### config.mk
export PLATFORM = sky130hd
export DESIGN_NAME = i2c_byte_master
export DESIGN_NICKNAME = d
export VERILOG_FILES = /design/src/rtl/i2cm_pkg.sv /design/src/rtl/i2cm_sync.sv /design/src/rtl/i2cm_tick.sv /design/src/rtl/i2cm_seq.sv /design/src/rtl/i2c_byte_master.sv
export SDC_FILE = /design/constraint.sdc
export NUM_CORES = 1
export LEC_CHECK = 0
export BUFFER_PORTS_ARGS = -buffer_cell sky130_fd_sc_hd__buf_2
export CORE_MARGIN = 2
export CORE_UTILIZATION = 53
export CTS_BUF_LIST = sky130_fd_sc_hd__clkbuf_8
export CTS_CLUSTER_DIAMETER = 200
export DETAILED_ROUTE_END_ITERATION = 16
export PLACE_DENSITY = 0.81
export SLEW_MARGIN = 40
export SYNTH_ARGS = -nofsm -noshare
export SYNTH_HDL_FRONTEND = slang
export SYNTH_SLANG_ARGS = --single-unit
### constraint.sdc
create_clock -name clk -period 3.7 [get_ports clk]
set_input_delay 0.74 -clock clk [delete_from_list [all_inputs] [get_ports clk]]
set_output_delay 0.74 -clock clk [all_outputs]
set_load 0.05 [all_outputs]
### src/rtl/i2cm_pkg.sv
package i2cm_pkg;

   typedef enum logic [2:0] {
      MS_IDLE  = 3'd0,
      MS_RXRDY = 3'd1,
      MS_TXRDY = 3'd2,
      MS_ANAK  = 3'd3,
      MS_DNAK  = 3'd4
   } mstate_e;

   typedef enum logic [2:0] {
      SQ_IDLE, SQ_START, SQ_BYTE, SQ_ACK, SQ_STOP, SQ_WAIT
   } seq_e;

   typedef enum logic [1:0] {
      NX_READ, NX_STOP, NX_RESTART
   } next_e;

   localparam logic [1:0] RA_DATA = 2'd0;
   localparam logic [1:0] RA_CMD  = 2'd1;
   localparam logic [1:0] RA_STAT = 2'd2;
   localparam logic [1:0] RA_DIV  = 2'd3;

   localparam int CB_CONT  = 0;
   localparam int CB_START = 1;
   localparam int CB_STOP  = 2;

endpackage

### src/rtl/i2cm_sync.sv
module i2cm_sync #(
   parameter int STAGES = 2
) (
   input  logic clk,
   input  logic rst_n,
   input  logic d,
   output logic q
);
   generate
      if (STAGES == 0) begin : g_direct
         assign q = d;
      end else begin : g_flops
         logic [STAGES-1:0] chain;
         always_ff @(posedge clk or negedge rst_n) begin
            if (!rst_n) chain <= '1;
            else        chain <= {chain[STAGES-2+((STAGES>1)?0:1):0], d};
         end
         assign q = chain[STAGES-1];
      end
   endgenerate
endmodule

### src/rtl/i2cm_tick.sv
module i2cm_tick #(
   parameter int DIV_W = 8
) (
   input  logic             clk,
   input  logic             rst_n,
   input  logic             en,
   input  logic [DIV_W-1:0] div,
   output logic             tick
);
   logic [DIV_W-1:0] cnt;

   always_ff @(posedge clk or negedge rst_n) begin
      if (!rst_n)          cnt <= '0;
      else if (!en)        cnt <= '0;
      else if (cnt >= div) cnt <= '0;
      else                 cnt <= cnt + 1'b1;
   end

   assign tick = en && (cnt >= div);

   // a nonzero divider never yields back-to-back ticks
   p_tick_gap_r9: assert property (@(posedge clk) disable iff (!rst_n)
      (tick && div != '0 && $stable(div)) |=> !tick);

   // the phase counter stays inside the divider range
   p_cnt_range_r9: assert property (@(posedge clk) disable iff (!rst_n)
      (en && $stable(div)) |-> (cnt <= div));
endmodule

### src/rtl/i2cm_seq.sv
module i2cm_seq
   import i2cm_pkg::*;
(
   input  logic       clk,
   input  logic       rst_n,
   input  logic       tick,
   input  logic       cmd_go,
   input  logic [2:0] cmd,
   input  logic [7:0] dat_q,
   input  logic       sda_s,
   output logic       run,
   output logic       scl_oe,
   output logic       sda_oe,
   output logic       pend,
   output logic [2:0] mst_o,
   output logic       rx_load,
   output logic [7:0] rx_byte
);
   seq_e       st;
   mstate_e    mst;
   next_e      nxt;
   logic [1:0] phase;
   logic [2:0] bitn;
   logic [7:0] shreg;
   logic       is_addr, rd_mode, held, ack_drv, ack_s, sda_q;
   logic       reading, cmd_ok;

   assign reading = rd_mode && !is_addr;

   always_comb begin
      cmd_ok = 1'b0;
      if (cmd_go && pend) begin
         if (st == SQ_IDLE)
            cmd_ok = cmd[CB_START];
         else if (st == SQ_WAIT && mst == MS_RXRDY)
            cmd_ok = cmd[CB_CONT];
         else if (st == SQ_WAIT)
            cmd_ok = cmd[CB_STOP] || cmd[CB_START] ||
                     (cmd[CB_CONT] && mst == MS_TXRDY);
      end
   end

   always_ff @(posedge clk or negedge rst_n) begin
      if (!rst_n) begin
         st <= SQ_IDLE;   mst <= MS_IDLE;  nxt <= NX_READ;
         phase <= '0;     bitn <= '0;      shreg <= '0;
         is_addr <= 1'b0; rd_mode <= 1'b0; held <= 1'b0;
         ack_drv <= 1'b0; ack_s <= 1'b1;   sda_q <= 1'b0;
         pend <= 1'b1;    rx_load <= 1'b0;
      end else begin
         rx_load <= 1'b0;
         if (cmd_ok) begin
            pend  <= 1'b0;
            phase <= '0;
            if (st == SQ_IDLE) begin
               st <= SQ_START;
            end else if (mst == MS_RXRDY) begin
               st      <= SQ_ACK;
               ack_drv <= !(cmd[CB_STOP] || cmd[CB_START]);
               nxt     <= cmd[CB_STOP] ? NX_STOP :
                          (cmd[CB_START] ? NX_RESTART : NX_READ);
            end else if (cmd[CB_STOP]) begin
               st <= SQ_STOP;
            end else if (cmd[CB_START]) begin
               st <= SQ_START;
            end else begin
               st <= SQ_BYTE; shreg <= dat_q; bitn <= '0;
            end
         end else if (tick) begin
            phase <= phase + 2'd1;
            case (st)
               SQ_START: begin
                  if (phase == 2'd0) sda_q <= 1'b0;
                  if (phase == 2'd2) sda_q <= 1'b1;
                  if (phase == 2'd3) begin
                     st <= SQ_BYTE; shreg <= dat_q; rd_mode <= dat_q[0];
                     is_addr <= 1'b1; bitn <= '0; held <= 1'b1;
                  end
               end
               SQ_BYTE: begin
                  if (phase == 2'd0) sda_q <= reading ? 1'b0 : !shreg[7];
                  if (phase == 2'd2) shreg <= {shreg[6:0], sda_s};
                  if (phase == 2'd3) begin
                     bitn <= bitn + 3'd1;
                     if (bitn == 3'd7) begin
                        if (reading) begin
                           st <= SQ_WAIT; mst <= MS_RXRDY;
                           pend <= 1'b1; rx_load <= 1'b1;
                        end else begin
                           st <= SQ_ACK; ack_drv <= 1'b0;
                        end
                     end
                  end
               end
               SQ_ACK: begin
                  if (phase == 2'd0) sda_q <= ack_drv;
                  if (phase == 2'd2) ack_s <= sda_s;
                  if (phase == 2'd3) begin
                     bitn <= '0;
                     if (reading) begin
                        case (nxt)
                           NX_STOP:    st <= SQ_STOP;
                           NX_RESTART: st <= SQ_START;
                           default:    st <= SQ_BYTE;
                        endcase
                     end else if (is_addr) begin
                        is_addr <= 1'b0;
                        if (ack_s) begin
                           st <= SQ_WAIT; mst <= MS_ANAK; pend <= 1'b1;
                        end else if (rd_mode) begin
                           st <= SQ_BYTE;
                        end else begin
                           st <= SQ_WAIT; mst <= MS_TXRDY; pend <= 1'b1;
                        end
                     end else begin
                        st   <= SQ_WAIT; pend <= 1'b1;
                        mst  <= ack_s ? MS_DNAK : MS_TXRDY;
                     end
                  end
               end
               SQ_STOP: begin
                  if (phase == 2'd0) sda_q <= 1'b1;
                  if (phase == 2'd2) sda_q <= 1'b0;
                  if (phase == 2'd3) begin
                     st <= SQ_IDLE; held <= 1'b0;
                     mst <= MS_IDLE; pend <= 1'b1;
                  end
               end
               default: ;
            endcase
         end
      end
   end

   assign run = (st == SQ_START) || (st == SQ_BYTE) ||
                (st == SQ_ACK)   || (st == SQ_STOP);

   always_comb begin
      case (st)
         SQ_WAIT:  scl_oe = 1'b1;
         SQ_START: scl_oe = held && (phase < 2'd2);
         SQ_BYTE, SQ_ACK, SQ_STOP: scl_oe = (phase < 2'd2);
         default:  scl_oe = 1'b0;
      endcase
   end

   assign sda_oe  = sda_q;
   assign mst_o   = mst;
   assign rx_byte = shreg;

   // inside a bit, SDA may not move while SCL is released
   p_sda_hold_r10: assert property (@(posedge clk) disable iff (!rst_n)
      ((st == SQ_BYTE || st == SQ_ACK) && st == $past(st) &&
       !scl_oe && !$past(scl_oe)) |-> $stable(sda_oe));

   // idle engine leaves both lines released
   p_idle_free_r10: assert property (@(posedge clk) disable iff (!rst_n)
      (st == SQ_IDLE) |-> (!scl_oe && !sda_oe));

   // a stalled engine holds SCL low
   p_wait_scl_r6: assert property (@(posedge clk) disable iff (!rst_n)
      (st == SQ_WAIT) |-> scl_oe);

   // a stall always shows pending to software
   p_wait_pend_r11: assert property (@(posedge clk) disable iff (!rst_n)
      (st == SQ_WAIT) |-> pend);

   // the reported state is one of the defined codes
   p_code_r2: assert property (@(posedge clk) disable iff (!rst_n)
      pend |-> (mst_o <= 3'd4));
endmodule

### src/rtl/i2c_byte_master.sv
module i2c_byte_master
   import i2cm_pkg::*;
#(
   parameter int CLK_HZ      = 50_000_000,
   parameter int BUS_HZ      = 100_000,
   parameter int DIV_W       = 8,
   parameter int SYNC_STAGES = 2
) (
   input  logic       clk,
   input  logic       rst_n,
   input  logic       reg_wr,
   input  logic [1:0] reg_addr,
   input  logic [7:0] reg_wdata,
   output logic [7:0] reg_rdata,
   output logic       scl_oe,
   output logic       sda_oe,
   input  logic       sda_in
);
   localparam int DEF_DIV = CLK_HZ / (4 * BUS_HZ) - 1;

   generate
      if (DIV_W < 1 || DIV_W > 8) begin : g_bad_w
         $error("DIV_W must lie in 1..8");
      end
      if (DEF_DIV < 0 || DEF_DIV >= (1 << DIV_W)) begin : g_bad_div
         $error("default divider does not fit DIV_W");
      end
      if (SYNC_STAGES < 0 || SYNC_STAGES > 3) begin : g_bad_sync
         $error("SYNC_STAGES must lie in 0..3");
      end
   endgenerate

   logic [7:0]       data_q;
   logic [DIV_W-1:0] div_q;
   logic             cmd_go, run, tick, sda_s, pend, rx_load;
   logic [2:0]       mst;
   logic [7:0]       rx_byte;

   assign cmd_go = reg_wr && (reg_addr == RA_CMD);

   always_ff @(posedge clk or negedge rst_n) begin
      if (!rst_n) begin
         data_q <= '0;
         div_q  <= DIV_W'(DEF_DIV);
      end else begin
         if (rx_load)
            data_q <= rx_byte;
         else if (reg_wr && reg_addr == RA_DATA)
            data_q <= reg_wdata;
         if (reg_wr && reg_addr == RA_DIV)
            div_q <= reg_wdata[DIV_W-1:0];
      end
   end

   always_comb begin
      case (reg_addr)
         RA_DATA: reg_rdata = data_q;
         RA_STAT: reg_rdata = {4'b0, mst, pend};
         RA_DIV:  reg_rdata = 8'(div_q);
         default: reg_rdata = 8'h00;
      endcase
   end

   i2cm_sync #(.STAGES(SYNC_STAGES)) u_sync (
      .clk(clk), .rst_n(rst_n), .d(sda_in), .q(sda_s));

   i2cm_tick #(.DIV_W(DIV_W)) u_tick (
      .clk(clk), .rst_n(rst_n), .en(run), .div(div_q), .tick(tick));

   i2cm_seq u_seq (
      .clk(clk), .rst_n(rst_n), .tick(tick), .cmd_go(cmd_go),
      .cmd(reg_wdata[2:0]), .dat_q(data_q), .sda_s(sda_s),
      .run(run), .scl_oe(scl_oe), .sda_oe(sda_oe), .pend(pend),
      .mst_o(mst), .rx_load(rx_load), .rx_byte(rx_byte));

   // status after reset shows ready and idle
   p_reset_stat_r1: assert property (@(posedge clk) disable iff (!rst_n)
      $rose(rst_n) |-> (pend && mst == 3'd0));
endmodule

# --- Word level (Yosys, flattened, before mapping) ---
# Index checks and enable logic that the tools add are counted.
word_totals:
  wordCells: 212
  in_bits: 14
  out_inout_bits: 10
  regBits: 55
classes:
  order_cmp: 2
  reduce_logical: 47
  eq_ne: 43
  bitwise: 2
  addsub: 3
  n_mux: 97
ops:
  columns: ["operator", "n"]
  rows:
  - ["8-bit two-way mux", 12]
  - ["3-bit two-way mux", 31]
  - ["1-bit two-way mux", 38]
  - ["3-bit by 1-bit != test with 1-bit output (second input constant)", 10]
  - ["8-bit one-hot mux with 3 select lines", 1]
  - ["7-bit AND reduction", 3]
  - ["2-bit by 1-bit != test with 1-bit output (second input constant)", 8]
  - ["8-bit one-hot mux with 2 select lines", 1]
  - ["8-bit AND reduction", 2]
  - ["2-bit != test (second input constant)", 7]
  - ["2-bit nonzero test", 7]
  - ["3-bit one-hot mux with 2 select lines", 2]
  - ["3-bit one-hot mux with 4 select lines", 1]
  - ["2-bit == test (second input constant)", 5]
  - ["2-bit two-way mux", 5]
  - ["10-bit AND reduction", 1]
  - ["3-bit by 2-bit == test with 1-bit output (second input constant)", 3]
  - ["3-bit == test (second input constant)", 3]
  - ["1-bit logical AND", 9]
  - ["3-bit one-hot mux with 3 select lines", 1]
  - ["9-bit AND reduction", 1]
  - ["3-bit nonzero test", 3]
  - ["8-bit by 1-bit adder with 8-bit output (second input constant)", 1]
  - ["8-bit greater-or-equal comparator", 1]
  - ["24 further kinds", 38]

# --- Logic depth before layout (Yosys ltp) ---
logic_depth:
  depth_word: 9
  mapped_depth: 9

# --- Cells and area by module ---
# A second synthesis with hierarchy kept.
unflattened:
  cells_unflattened: 319
  area_unflattened_um2: 3316.9
by_module_without_submodules:
  columns: ["module", "cells_per_inst", "area_per_inst_um2", "seq_area_each_um2", "n_inst"]
  rows:
  - ["i2cm_seq", 179, 1821.7, 728.2, 1]
  - ["i2c_byte_master", 80, 870.8, 406.6, 1]
  - ["i2cm_tick", 58, 571.8, 200.2, 1]
  - ["i2cm_sync", 2, 52.6, 52.6, 1]

# --- Worst setup path before layout ---
# Ideal clock, no wire load.
synth_path:
  kind: "input -> register"
  from: "input reg_wdata[2]"
  to: "register u_seq.shreg[0] (netlist: u_seq.rx_byte[0])"
  cell_stages: 6
  setup_ns: 0.125
  slack_ns: 1.050
  t_arrival_ns: 2.525
  required_time_ns: 3.575
  cell_sequence: "buf_1 a311oi_1 or4_4 or4_4 o21ai_4 mux2_2"
synth_between:
  elab_chain_len: 8
synth_rtl:
  columns: ["item", "line_no", "source"]
  rows:
  - ["from (decl)", "i2c_byte_master.sv:13", "input logic [7:0] reg_wdata,"]
  - ["1-bit logical OR (2 in a row)", "i2cm_seq.sv:38", "cmd_ok = cmd[CB_STOP] || cmd[CB_START] ||"]
  - ["1-bit two-way mux", "i2cm_seq.sv:37", "else if (st == SQ_WAIT)"]
  - ["1-bit two-way mux", "i2cm_seq.sv:35", "else if (st == SQ_WAIT && mst == MS_RXRDY)"]
  - ["1-bit two-way mux", "i2cm_seq.sv:33", "if (st == SQ_IDLE)"]
  - ["1-bit two-way mux", "i2cm_seq.sv:32", "if (cmd_go && pend) begin"]
  - ["3-bit by 1-bit != test with 1-bit output (no source line) (tied with other cells)", null, null]
  - ["8-bit AND reduction (no source line)", null, null]
  - ["to (signal assigned)", "i2cm_seq.sv:82", "if (phase == 2'd2) shreg <= {shreg[6:0], sda_s};"]
  - ["to (decl)", "i2cm_seq.sv:24", "logic [7:0] shreg;"]
# Several ways; a longest one is shown, not always the timed one.
# A chain may end at the register's enable or synchronous reset.

# --- Worst setup path after layout ---
layout_path:
  from: "register div_q[3]"
  to: "register u_seq.mst[0] (netlist: u_seq.mst_o[0])"
layout_between:
  elab_chain_len: 3
layout_rtl:
  columns: ["item", "line_no", "source"]
  rows:
  - ["from (decl)", "i2c_byte_master.sv:34", "logic [DIV_W-1:0] div_q;"]
  - ["from (signal assigned)", "i2c_byte_master.sv:44", "div_q <= DIV_W'(DEF_DIV);"]
  - ["from (signal assigned)", "i2c_byte_master.sv:51", "div_q <= reg_wdata[DIV_W-1:0];"]
  - ["8-bit greater-or-equal comparator", "i2cm_tick.sv:19", "assign tick = en && (cnt >= div);"]
  - ["1-bit logical AND", "i2cm_tick.sv:19", null]
  - ["10-bit AND reduction (no source line)", null, null]
  - ["to (signal assigned)", "i2cm_seq.sv:117", "mst <= ack_s ? MS_DNAK : MS_TXRDY;"]
  - ["to (decl)", "i2cm_seq.sv:20", "mstate_e mst;"]
# No other way between the ends.

==> impl_metrics.yaml <==
status:
  status: "complete, no violations"
yosys:
  synth_compound_area_frac: 0.1400
  synth_top_cell_area_share: 0.3588
  synth_top_area_cell: "dfrtp_1"
  synth_xor_area_frac: 0.02184
  synth_edf_count: 0
  synth_seq_cells: 55
  synthAdderAreaFrac: 0.06240
  synthesis.area_mm2: 0.003208
  syn_area_per_cell_um2: 9.963
  ys_seq_area_frac: 0.4325
  synth_cell_types: 45
  synthArstFlopShare: 1.000
  yosys_warnings: 0
  synth_top_family_by_area: "multiplexers"
  synth.area.mux_share: 0.1607
  synth_area_leaders: "dfrtp_1, mux2_2, dfstp_2"
  synthCells: 322
  synth-main-ff-cell: "dfrtp_1"
  synth-simple-area-share: 0.1478
  syn-num-nets: 352
finish:
  syn2layout_area_growth_pct: 10.30
  drive_gt1_frac: 0.2486
  design_area_mm2: 0.003538
  fillers: 488
  num_antenna_cells: 0
  finalNetCount: 375
worst_setup_path:
  cp_slowest_stage_delay_ns: 0.56
  cp_num_buf_inv: 2
  end_kind: "flop"
  worstSetupStartpointType: "flop"
  cp_cell_sequence: "inv_1 > ha_1 > o21a_1 > nor2_1 > o41ai_1 > buf_4 > nand2_1 > a21oi_1 > mux2_2"
  crit_fanout: 12
  worst-setup-path-type: "reg -> reg"
  required_ns: 3.90
  crit_family: "compound AO/OA/AOI/OAI gates"
  arrival_ns: 2.96
  crit_slowest_cell: "dfstp_2"
die:
  num_rows: 28
  die_y_um: 81.80
  io_pins: 24
  dieArea_mm2: 0.006691
  start_util: 0.5451
  die_w_um: 81.80
  core-area_mm2: 0.005886
drt:
  wl_per_cell_um: 16.46
  detail_route.iter0.violations: 289
  viasPerCell: 6.076
  drt-total-wl_um: 6929
  drc_errors: 0
  vias: 2558
  drtPass1Iterations: 4
  ant_nets: 0
sta:
  slew_headroom: 0.4753
  setup_tns_ns: 0
  fin_skew_ns: 0.01513
  holdWs_ns: 0.2653
  maxSlewViolCount: 0
  setup_viol: 0
  fmax_mhz: 363.1
  finalHoldViolations: 0
  period_needed_ns: 2.754
  tightest_slew_ns: 0.7841
  rsz0062_at_grt: "false"
  timing.final.crit_share: 0.7443
power_and_ir_drop:
  p_clk_frac: 0.189
  ir_worst_vdd_uv: 308.9
  p_switching_w: 0.0008731
  power_density_mw_per_mm2: 608.6
  switching_share: 0.4054
  pwr-share-seq: 0.441
  power_frac_comb: 0.370
  p_leak_nw: 1.620
  intPower_w: 0.001280
clocking:
  cts_setup_buffers: 0
  clock-sinks: 55
  root_buffer: "clkbuf_8"
  cts_resized: 0
  htreeDepth: 2
  clk_pin_slew_worst_paths_ns: 0.11
  clk_path_buf_depth: 2
  cts_tree: "done"
  numCtsBuffers: 5
  postCtsHoldBufs: 0
  clkLatencyLatePin_ns: 0.32
global_routing:
  grt_pass1_wl_um: 11530
  grt_max_degree: 33
  grtUsageTotal: 0.2265
  antenna_found_initial: 0
  grt_pass1_vias: 2382
  grt_remaining_overflow: 0
place:
  dpl.hpwl_um: 5124
  dpl_cell_area_mm2: 0.003396
  gp_congestion: 0.9392
  numPortBuffers: 23
run:
  cap_violations: 0
min_path:
  min_path_type: "in -> async"
final timing paths:
path | depth (start not counted) | start | end | slack [ns]
max in group asynchronous | 3 | rst_n | u_seq.pend | 2.61
worst min register to register | 0 | u_sync.g_flops.chain[0] | u_sync.g_flops.chain[1] | 0.37
worst max register to register | 9 | div_q[3] | u_seq.mst_o[0] | 0.95
worst max-delay path | 9 | div_q[3] | u_seq.mst_o[0] | 0.95
min in group clk | 0 | u_sync.g_flops.chain[0] | u_sync.g_flops.chain[1] | 0.37
worst min-delay path | 1 | rst_n | u_seq.rx_byte[4] | 0.27
logic make-up after synthesis:
family | count (synthesis)
compound gates | 69
xor+xnor | 8
fa+ha+maj | 16
buf+inv | 29
flops | 55
mux | 47
simple gates | 98
synthesized netlist by cell type (all sizes together), types with 3 or more instances:
cell	count
and3	5
clkbuf	6
xor2	6
dfstp	9
mux2i	11
nor3	9
inv	19
o21a	3
nand3	12
ha	16
buf	4
a21o	3
a22o	10
nand2	29
dfrtp	46
nor2	24
mux2	36
o21ai	24
nor2b	4
a21oi	16
final cells by class:
| class | instances | area [µm²] | share of cell area |
|---|---|---|---|
| multi-input cells | 238 | 1713 | 0.4841 |
| flip-flops and latches | 55 | 1388 | 0.3922 |
| repair buffers | 26 | 157.7 | 0.04455 |
| well taps | 75 | 93.84 | 0.02652 |
| inverters | 19 | 71.32 | 0.02016 |
| clock buffers | 5 | 68.82 | 0.01945 |
| clock inverters | 3 | 46.29 | 0.01308 |
power by group through the flow:
stage,registers [W],clock network [W],logic [W]
finish,0.000949,0.000408,0.000797
global route,0.000969,0.000436,0.000882
CTS,0.000942,0.000417,0.000793
detailed placement,0.000953,0,0.000790
global placement,0.000948,0,0.000766
floorplan,0.000870,0,0.000652
cells in the final DEF, fill, tap and decap left out, types with 10 or more instances in the layout:
cell and instances:
a22o_1 10, o21ai_0 22, buf_2 23, inv_1 19
nand2_1 29, mux2i_1 11, nor2_1 24, nand3_1 12
mux2_2 36, ha_1 16, a21oi_1 15, dfrtp_1 46
metrics by stage:
step                worst slack, ns    util  cells  power, W
floorplan                     1.050       -    322  0.001522
global placement              1.031  0.5763    412  0.001714
detailed placement           0.9394  0.5770    412  0.001743
CTS                          0.9274  0.5965    420  0.002152
global route                 0.7222  0.6012    421  0.002287
finish                       0.9461  0.6012    421  0.002154
per-layer routing:
metal	vias up	GRT usage	wire length, µm
met1	1230	0.3283	3045
li1	1199	-	-
met4	0	0.09333	174
met3	19	0.04396	427
met5	-	0	0
met2	110	0.3325	3281
flip-flops by register name, indices dropped and copies added, names as in the netlist, 3 cells and up:
register	count
u_seq.bitn	3
data_q	8
u_seq.rx_byte	8
u_tick.cnt	8
u_seq.st	3
u_seq.mst_o	3
div_q	8
(Power assumes the default switching activity.)
